--- src/rtl/dram_seq_pkg.sv ---
package dram_seq_pkg;
  typedef enum logic [3:0] {
    ST_IDLE,
    ST_PRE,
    ST_ROW,
    ST_C1,
    ST_WAIT,
    ST_C2,
    ST_RPRE,
    ST_RCAS,
    ST_RRAS1,
    ST_RRAS2
  } seq_st_e;
endpackage

--- src/rtl/dram_seq_fsm.sv ---
module dram_seq_fsm
  import dram_seq_pkg::*;
#(
  parameter int ADDR_W     = 10,
  parameter int DATA_W     = 16,
  parameter int NUM_SPACES = 4,
  localparam int SPACE_W   = $clog2(NUM_SPACES)
) (
  input  logic               clk_i,
  input  logic               rst_ni,
  input  logic               req_i,
  input  logic               refresh_req_i,
  input  logic               write_i,
  input  logic [SPACE_W-1:0] space_i,
  input  logic [ADDR_W-1:0]  row_i,
  input  logic [ADDR_W-1:0]  col_i,
  input  logic [1:0]         be_i,
  input  logic [DATA_W-1:0]  wdata_i,
  input  logic [NUM_SPACES-1:0] wait_en_i,
  input  logic               wait_i,
  input  logic [DATA_W-1:0]  dq_i,
  output seq_st_e            state_o,
  output logic               write_o,
  output logic [SPACE_W-1:0] space_o,
  output logic [1:0]         be_o,
  output logic [ADDR_W-1:0]  row_o,
  output logic [ADDR_W-1:0]  col_o,
  output logic [DATA_W-1:0]  wdata_o,
  output logic [DATA_W-1:0]  rdata_o,
  output logic               done_o
);

  seq_st_e             state_q;
  logic                write_q;
  logic [SPACE_W-1:0]  space_q;
  logic [1:0]          be_q;
  logic [ADDR_W-1:0]   row_q, col_q;
  logic [DATA_W-1:0]   wdata_q, rdata_q;
  logic                done_q;
  logic                wait_ok;

  assign wait_ok = wait_en_i[space_q];

  always_ff @(posedge clk_i or negedge rst_ni) begin
    if (!rst_ni) begin
      state_q <= ST_IDLE;
      write_q <= 1'b0;
      space_q <= '0;
      be_q    <= '0;
      row_q   <= '0;
      col_q   <= '0;
      wdata_q <= '0;
      rdata_q <= '0;
      done_q  <= 1'b0;
    end else begin
      done_q <= 1'b0;
      unique case (state_q)
        ST_IDLE: begin
          if (refresh_req_i) begin
            state_q <= ST_RPRE;
          end else if (req_i) begin
            write_q <= write_i;
            space_q <= space_i;
            be_q    <= be_i;
            row_q   <= row_i;
            col_q   <= col_i;
            wdata_q <= wdata_i;
            state_q <= ST_PRE;
          end
        end
        ST_PRE:   state_q <= ST_ROW;
        ST_ROW:   state_q <= ST_C1;
        ST_C1:    state_q <= (wait_ok && wait_i) ? ST_WAIT : ST_C2;
        ST_WAIT:  if (!wait_i) state_q <= ST_C2;
        ST_C2: begin
          if (!write_q) rdata_q <= dq_i;
          done_q  <= 1'b1;
          state_q <= ST_IDLE;
        end
        ST_RPRE:  state_q <= ST_RCAS;
        ST_RCAS:  state_q <= ST_RRAS1;
        ST_RRAS1: state_q <= ST_RRAS2;
        ST_RRAS2: begin
          done_q  <= 1'b1;
          state_q <= ST_IDLE;
        end
        default:  state_q <= ST_IDLE;
      endcase
    end
  end

  assign state_o = state_q;
  assign write_o = write_q;
  assign space_o = space_q;
  assign be_o    = be_q;
  assign row_o   = row_q;
  assign col_o   = col_q;
  assign wdata_o = wdata_q;
  assign rdata_o = rdata_q;
  assign done_o  = done_q;

  a_r1_pre_to_row: assert property (@(posedge clk_i) disable iff (!rst_ni)
    state_q == ST_PRE |=> state_q == ST_ROW);
  a_r1_row_to_c1: assert property (@(posedge clk_i) disable iff (!rst_ni)
    state_q == ST_ROW |=> state_q == ST_C1);
  a_r2_wait_entry: assert property (@(posedge clk_i) disable iff (!rst_ni)
    (state_q == ST_C1 && wait_en_i[space_q] && wait_i) |=> state_q == ST_WAIT);
  a_r3_no_wait: assert property (@(posedge clk_i) disable iff (!rst_ni)
    (state_q == ST_C1 && !wait_en_i[space_q]) |=> state_q == ST_C2);
  a_r9_done_pulse: assert property (@(posedge clk_i) disable iff (!rst_ni)
    done_q |=> !done_q);
  a_r9_busy_hold: assert property (@(posedge clk_i) disable iff (!rst_ni)
    state_q != ST_IDLE |=> $stable(row_q) && $stable(col_q) && $stable(space_q));

endmodule

--- src/rtl/dram_seq_strobe.sv ---
module dram_seq_strobe
  import dram_seq_pkg::*;
#(
  parameter int NUM_SPACES = 4,
  localparam int SPACE_W   = $clog2(NUM_SPACES)
) (
  input  logic               clk_i,
  input  logic               rst_ni,
  input  seq_st_e            state_i,
  input  logic               write_i,
  input  logic [SPACE_W-1:0] space_i,
  input  logic [1:0]         be_i,
  input  logic               pin_sel_i,
  output logic [NUM_SPACES-1:0] ras_n_o,
  output logic               ucas_a_n_o,
  output logic               lcas_a_n_o,
  output logic               ucas_b_n_o,
  output logic               lcas_b_n_o,
  output logic               we_n_o,
  output logic               rfsh_n_o
);

  logic col_ph, acc_ras, rf_ph, rf_cas, rf_ras;
  logic ucas_on, lcas_on;

  assign col_ph  = (state_i == ST_C1) || (state_i == ST_WAIT) || (state_i == ST_C2);
  assign acc_ras = (state_i == ST_ROW) || col_ph;
  assign rf_ras  = (state_i == ST_RRAS1) || (state_i == ST_RRAS2);
  assign rf_cas  = (state_i == ST_RCAS) || rf_ras;
  assign rf_ph   = (state_i == ST_RPRE) || rf_cas;

  // reads use both lanes, writes only the enabled ones
  assign ucas_on = rf_cas || (col_ph && (!write_i || be_i[1]));
  assign lcas_on = rf_cas || (col_ph && (!write_i || be_i[0]));

  for (genvar i = 0; i < NUM_SPACES; i++) begin : g_ras
    assign ras_n_o[i] = !(rf_ras || (acc_ras && (space_i == SPACE_W'(i))));
  end

  assign ucas_a_n_o = !(ucas_on && !pin_sel_i);
  assign lcas_a_n_o = !(lcas_on && !pin_sel_i);
  assign ucas_b_n_o = !(ucas_on && pin_sel_i);
  assign lcas_b_n_o = !(lcas_on && pin_sel_i);
  assign we_n_o     = !(write_i && col_ph);
  assign rfsh_n_o   = !rf_ph;

  a_r6_one_ras: assert property (@(posedge clk_i) disable iff (!rst_ni)
    rfsh_n_o |-> $countones(~ras_n_o) <= 1);
  a_r7_read_we_high: assert property (@(posedge clk_i) disable iff (!rst_ni)
    !write_i |-> we_n_o);
  a_r5_pair_b_idle: assert property (@(posedge clk_i) disable iff (!rst_ni)
    !pin_sel_i |-> (ucas_b_n_o && lcas_b_n_o));
  a_r8_cas_first: assert property (@(posedge clk_i) disable iff (!rst_ni)
    (!rfsh_n_o && $fell(ras_n_o[0])) |-> $past(!(ucas_a_n_o && ucas_b_n_o)));

endmodule

--- src/rtl/dram_seq_addr.sv ---
module dram_seq_addr
  import dram_seq_pkg::*;
#(
  parameter int ADDR_W = 10,
  parameter int DATA_W = 16
) (
  input  seq_st_e           state_i,
  input  logic              write_i,
  input  logic [ADDR_W-1:0] row_i,
  input  logic [ADDR_W-1:0] col_i,
  input  logic [DATA_W-1:0] wdata_i,
  output logic [ADDR_W-1:0] addr_o,
  output logic [DATA_W-1:0] dq_o,
  output logic              dq_oe_o
);

  logic col_ph;

  assign col_ph  = (state_i == ST_C1) || (state_i == ST_WAIT) || (state_i == ST_C2);
  assign addr_o  = col_ph ? col_i : row_i;
  assign dq_o    = wdata_i;
  assign dq_oe_o = write_i && col_ph;

endmodule

--- src/rtl/dram_seq.sv ---
module dram_seq
  import dram_seq_pkg::*;
#(
  parameter int ADDR_W     = 10,
  parameter int DATA_W     = 16,
  parameter int NUM_SPACES = 4,
  localparam int SPACE_W   = $clog2(NUM_SPACES)
) (
  input  logic                  clk_i,
  input  logic                  rst_ni,
  input  logic                  req_i,
  input  logic                  refresh_req_i,
  input  logic                  write_i,
  input  logic [SPACE_W-1:0]    space_i,
  input  logic [ADDR_W-1:0]     row_i,
  input  logic [ADDR_W-1:0]     col_i,
  input  logic [1:0]            be_i,
  input  logic [DATA_W-1:0]     wdata_i,
  input  logic [NUM_SPACES-1:0] wait_en_i,
  input  logic                  pin_sel_i,
  input  logic                  wait_i,
  input  logic [DATA_W-1:0]     dq_i,
  output logic [ADDR_W-1:0]     addr_o,
  output logic [NUM_SPACES-1:0] ras_n_o,
  output logic                  ucas_a_n_o,
  output logic                  lcas_a_n_o,
  output logic                  ucas_b_n_o,
  output logic                  lcas_b_n_o,
  output logic                  we_n_o,
  output logic                  rfsh_n_o,
  output logic [DATA_W-1:0]     dq_o,
  output logic                  dq_oe_o,
  output logic [DATA_W-1:0]     rdata_o,
  output logic                  done_o
);

  seq_st_e            state;
  logic               write_q;
  logic [SPACE_W-1:0] space_q;
  logic [1:0]         be_q;
  logic [ADDR_W-1:0]  row_q, col_q;
  logic [DATA_W-1:0]  wdata_q;

  dram_seq_fsm #(
    .ADDR_W(ADDR_W), .DATA_W(DATA_W), .NUM_SPACES(NUM_SPACES)
  ) u_fsm (
    .clk_i, .rst_ni, .req_i, .refresh_req_i, .write_i, .space_i,
    .row_i, .col_i, .be_i, .wdata_i, .wait_en_i, .wait_i, .dq_i,
    .state_o(state), .write_o(write_q), .space_o(space_q), .be_o(be_q),
    .row_o(row_q), .col_o(col_q), .wdata_o(wdata_q),
    .rdata_o, .done_o
  );

  dram_seq_strobe #(.NUM_SPACES(NUM_SPACES)) u_strobe (
    .clk_i, .rst_ni, .state_i(state), .write_i(write_q), .space_i(space_q),
    .be_i(be_q), .pin_sel_i, .ras_n_o, .ucas_a_n_o, .lcas_a_n_o,
    .ucas_b_n_o, .lcas_b_n_o, .we_n_o, .rfsh_n_o
  );

  dram_seq_addr #(.ADDR_W(ADDR_W), .DATA_W(DATA_W)) u_addr (
    .state_i(state), .write_i(write_q), .row_i(row_q), .col_i(col_q),
    .wdata_i(wdata_q), .addr_o, .dq_o, .dq_oe_o
  );

  a_r10_oe_with_we: assert property (@(posedge clk_i) disable iff (!rst_ni)
    dq_oe_o |-> !we_n_o);
  a_r1_cas_in_ras: assert property (@(posedge clk_i) disable iff (!rst_ni)
    (rfsh_n_o && !(ucas_a_n_o && lcas_a_n_o && ucas_b_n_o && lcas_b_n_o))
      |-> !(&ras_n_o));
  a_r8_rfsh_quiet_we: assert property (@(posedge clk_i) disable iff (!rst_ni)
    !rfsh_n_o |-> we_n_o && !dq_oe_o);

endmodule

--- config.mk ---
export PLATFORM = sky130hd
export DESIGN_NAME = dram_seq
export DESIGN_NICKNAME = d
export VERILOG_FILES = /design/src/rtl/dram_seq_pkg.sv /design/src/rtl/dram_seq_fsm.sv /design/src/rtl/dram_seq_strobe.sv /design/src/rtl/dram_seq_addr.sv /design/src/rtl/dram_seq.sv
export SDC_FILE = /design/constraint.sdc
export NUM_CORES = 1
export LEC_CHECK = 0
export CORE_MARGIN = 5
export CORE_UTILIZATION = 42
export CTS_BUF_LIST = sky130_fd_sc_hd__clkbuf_8 sky130_fd_sc_hd__clkbuf_16
export CTS_CLUSTER_DIAMETER = 150
export DETAILED_ROUTE_END_ITERATION = 16
export PLACE_DENSITY_LB_ADDON = 0.15
export REMOVE_ABC_BUFFERS = 1
export SKIP_LAST_GASP = 1
export SLEW_MARGIN = 20
export SYNTH_ARGS = -nofsm -noshare
export SYNTH_HDL_FRONTEND = slang
export SYNTH_HIERARCHICAL = 1
export SYNTH_SLANG_ARGS = --single-unit
--- constraint.sdc ---
create_clock -name clk_i -period 4.31 [get_ports clk_i]
set_input_delay 0.862 -clock clk_i [delete_from_list [all_inputs] [get_ports clk_i]]
set_output_delay 0.862 -clock clk_i [all_outputs]
set_load 0.05 [all_outputs]
# == After elaboration in Yosys (flattened, before gate mapping) ==
# Index checks and enable logic that the tools add are counted.
# op_classes
n_lt_le_gt_ge,1
eq_ne,14
mux,9
n_bitwise,2
n_reduce_logical,44
# ops
op,n
4-bit one-hot mux with 8 select lines,1
"4-bit by 3-bit == test with 1-bit output, second input constant",4
1-bit logical OR,14
1-bit logical AND,12
1-bit logical NOT,12
4-bit 2-to-1 mux,3
10-bit 2-to-1 mux,1
"4-bit by 2-bit == test with 1-bit output, second input constant",2
"4-bit == test, second input constant",2
"2-bit == test, second input constant",2
"4-bit by 1-bit == test with 1-bit output, second input constant",1
4-bit logical NOT,1
2-bit AND reduction,2
"2-bit by 3-bit less-than comparator with 1-bit output, second input constant",1
1-bit 2-to-1 mux,3
"3-bit inequality test, second input constant",1
3-bit AND reduction,1
1-bit binary-select mux with 2-bit select,1
"2-bit by 1-bit == test with 1-bit output, second input constant",1
2-bit logical NOT,1
"2-bit inequality test, second input constant",1
1-bit NOT,2
2-bit OR reduction,1
# word_totals
register_bits,62
in_bits,67
output_inout_bits,54
wordCells,79

# == Depth between registers and ports, before layout ==
# depth
word_depth,7
mapped_depth,6
depth_no_buf,4

# == Hierarchy ==
# The synthesis kept the hierarchy.
# modules_own_cells
module,instances,cells_each,area_each_um2,seq_area_each_um2
dram_seq_fsm,1,159,2637.5,1551.5
dram_seq_addr,1,78,576.8,0.0
dram_seq_strobe,1,37,226.5,0.0

# == Worst setup path before layout ==
# OpenSTA, ideal clock, no wires.
# synth_timing
path_type,reg-to-output
from,"register u_fsm.state_q[0], in the netlist u_fsm/state_o[0]"
to,output port addr_o[0]
arrival_ps,1673
required_time_ps,3448
setup_slack_ps,1775
stages_incl_launch_ff,5
path_buffers,1
path_cell_list,dfrtp_1 nor2b_4 buf_8 mux2i_1 a21oi_1
# synth_via
elab_chain_len,4
elab_cells_between_ends,6
cone_classes,eq/ne (3); mux (1); reduce/logical (2)
# synth_rtl
item,line_no,text
start: declaration,dram_seq_fsm.sv:33,seq_st_e state_q;
start signal: assignment,dram_seq_fsm.sv:73,ST_C1: state_q <= (wait_ok && wait_i) ? ST_WAIT : ST_C2;
4-bit by 2-bit == test with 1-bit output / 4-bit by 3-bit == test with 1-bit output (equally long branches),dram_seq_addr.sv:19,assign col_ph = (state_i == ST_C1) || (state_i == ST_WAIT) || (state_i == ST_C2);
1-bit logical OR,dram_seq_addr.sv:19,
1-bit logical OR *,dram_seq_addr.sv:19,
10-bit 2-to-1 mux *,dram_seq_addr.sv:20,assign addr_o = col_ph ? col_i : row_i;
end: declaration,dram_seq.sv:23,"output logic [ADDR_W-1:0] addr_o,"
# Mark *: on every way between the ends. The rest lies on a longest branch, timed or not.

# == Worst setup path in the final report ==
# layout_timing
from,"register u_fsm.state_q[3], in the netlist u_fsm/state_o[3]"
to,output port addr_o[7]
# Same word-level chain as after synthesis.

==> impl_metrics.py <==
metrics = {
    "run_status": {
        "status": "complete, no violations",
    },
    "sta": {
        "slew_headroom": 0.439,
        "period_needed_ns": 3.66,
        "holdWs_ns": 0.492,
        "rsz0062_at_grt": "no",
        "skew_ns": 0.00857,
        "hold_violations": 0,
        "tightest_slew_ns": 0.841,
        "fin_tns_setup_ns": 0,
        "finalMaxSlewViolations": 0,
        "period_share": 0.850,
        "finalWorstSetupSlack_ns": 0.645,
        "timing.fmax_mhz": 273,
        "finalSetupViolCount": 0,
    },
    "synth": {
        "synthSimpleGateAreaFrac": 0.112,
        "synth-xor-area-share": 0,
        "yosysTopAreaCellShare": 0.451,
        "synth_top_cell_by_area": "dfrtp_1",
        "synth.mux.area_fraction": 0.266,
        "synth_top_family_by_area": "multiplexers",
        "yosysMostFrequentCell": "dfrtp_1",
        "synth_compound_area_frac": 0.0942,
        "synth_flop_cell": "dfrtp_1",
        "syn_area_per_cell_sq_um": 12.6,
        "synth_area_leaders": "dfrtp_1 (45%), mux2_4 (17%), mux2_2 (5.9%)",
        "yosysSeqAreaShare": 0.451,
        "postSynth.asyncResetShare": 1.00,
        "ys_seq_elements": 62,
        "synth_cell_types": 39,
        "ys.warnings.count": 6,
        "synth_commonest_cells": "dfrtp_1 (62), mux2_4 (40), buf_4 (18), mux2_2 (18), nand2b_1 (16)",
        "netlist_area_sq_mm": 0.00344,
        "syn_inst": 274,
        "synth-edff-count": 0,
        "synth_fa_ha_area_frac": 0,
    },
    "grt": {
        "first_global_vias": 2626,
        "gr-total-overflow": 0,
        "grt_max_degree": 33,
        "gr-usage-all-layers": 0.162,
        "grt_pass1_wl_um": 13100,
        "antenna_found_initial": 0,
    },
    "clocking": {
        "clockBufferDepth": 2,
        "clockRootBuffer": "clkbuf_8",
        "clk_latency_ns": 0.33,
        "clkSlewWorstSetupHoldPaths_ns": 0.06,
        "post_cts_buffers": 0,
        "htree_levels": 3,
        "clkSinkCount": 62,
        "ctsResizeCount": 0,
        "cts_hold_buf": 0,
        "cts_tree": "yes",
        "cts_buffers": 9,
    },
    "floorplan": {
        "die-area_sq_mm": 0.0101,
        "start_util": 0.425,
        "fp.dieW_um": 101,
        "io_pins": 121,
        "fp-row-count": 33,
        "core_area_sq_mm": 0.00809,
        "fp.dieH_um": 101,
    },
    "route": {
        "drc": 0,
        "drtIter0Drc": 68,
        "antenna_left": 0,
        "dr_total_vias": 2468,
        "viasPerCell": 5.07,
        "finalWirelength_um": 7810,
        "routedWlPerCell_um": 16.0,
        "dr.pass1.iters": 4,
    },
    "cells_and_area": {
        "synthToLayoutAreaGrowth_pct": 38.3,
        "drive_gt1_frac": 0.220,
        "fill_cells": 706,
        "final_nets": 445,
        "antenna_cells": 0,
        "final_cell_count_no_fill": 487,
    },
    "worst_setup_path": {
        "cp-end-kind": "output pin",
        "worst_ep_required_time_ns": 3.45,
        "crit_path_start_kind": "flip-flop",
        "critical_path_class": "flip-flop to output pin",
        "crit_arrival_ns": 2.80,
        "critPathMaxFanout": 27,
    },
    "flow_run": {
        "maxCapViolCount": 0,
    },
    "placed_design": {
        "dp_hpwl_um": 5650,
        "dpl_worst_slack_ns": 1.03,
        "dp.cells": 472,
        "port_buffers": 120,
        "place_congestion": 0.773,
    },
    "worst_hold_path": {
        "hold_path.class": "flip-flop to flip-flop",
    },
}
## layout make-up
type / instances / area, sq um / share of cell area
Multi-Input combinational cell: 176 / 1630 / 0.342
Clock buffer: 10 / 138 / 0.0289
Inverter: 4 / 15.0 / 0.00316
Clock inverter: 5 / 51.3 / 0.0108
Timing Repair Buffer: 125 / 1250 / 0.262
Tap cell: 105 / 131 / 0.0276
Sequential cell: 62 / 1550 / 0.326
## state kept, by name, indices dropped and copies added (netlist names)
register,count
u_fsm/space_o,2
u_fsm/be_o,2
u_fsm/rdata_o,16
u_fsm/col_o,10
u_fsm/state_o,4
u_fsm/write_o,1
u_fsm/wdata_o,16
u_fsm/row_o,10
u_fsm/done_o,1
## layout by cell type, fill, tap and decap left out, types with 2 or more instances in the layout
cell and n:
o21a_1 2, nand2_1 12, mux2_4 40, inv_1 5
clkbuf_8 10, clkdlybuf4s50_1 119, nor2b_1 4, a31oi_1 5
clkinv_2 2, buf_4 4, or2_1 12, nor3_1 2
nor2_1 5, mux2_2 18, a21oi_1 14, o22a_1 5
o221ai_1 11, nand2b_1 16, nor3b_1 2, mux2i_1 10
dfrtp_1 62, o22ai_1 2
## critical path: stages (launching register included)
cell             delay (ns)
dfrtp_1                0.89
buf_4                  0.33
or2_1                  0.15
o221ai_1               0.10
a21oi_1                0.16
clkdlybuf4s50_1        0.84
## per-stage QoR
| stage | util | cell area (sq um) |
|---|---|---|
| 2_1_floorplan | - | 3190 |
| 3_3_place_gp | 0.565 | 4570 |
| 3_5_place_dp | 0.565 | 4570 |
| 4_1_cts | 0.588 | 4760 |
| 5_1_grt | 0.588 | 4760 |
| 6_report | 0.588 | 4760 |
## routing by layer
layer | global-route usage | vias up | share of wire
met5 | 0 | - | 0
met4 | 0.0591 | 0 | 0.018
met3 | 0.0512 | 14 | 0.073
met2 | 0.256 | 80 | 0.45
met1 | 0.210 | 1204 | 0.46
li1 | - | 1170 | -
## worst paths after layout
check                             startpoint                 to  slack [ns]  cells past startpoint
min reg2reg                u_fsm/rdata_o[14]  u_fsm/rdata_o[14]        0.49                      1
min                        u_fsm/rdata_o[14]  u_fsm/rdata_o[14]        0.49                      1
max in group asynchronous             rst_ni  u_fsm/wdata_o[10]        2.84                      2
min in group asynchronous             rst_ni  u_fsm/wdata_o[13]        0.58                      1
max                         u_fsm/state_o[3]          addr_o[7]        0.65                      5
max reg2reg                 u_fsm/state_o[3]     u_fsm/col_o[8]        1.71                      5
## logic make-up (layout without fill, tap and decap cells)
family,Yosys count,after routing
flops,62,62
buf+inv,36,144
compound gates,45,45
mux,69,69
simple gates,62,62
Power is not shown: default switching activity piles up to over one toggle a cycle in this logic, so the estimate is an artifact.
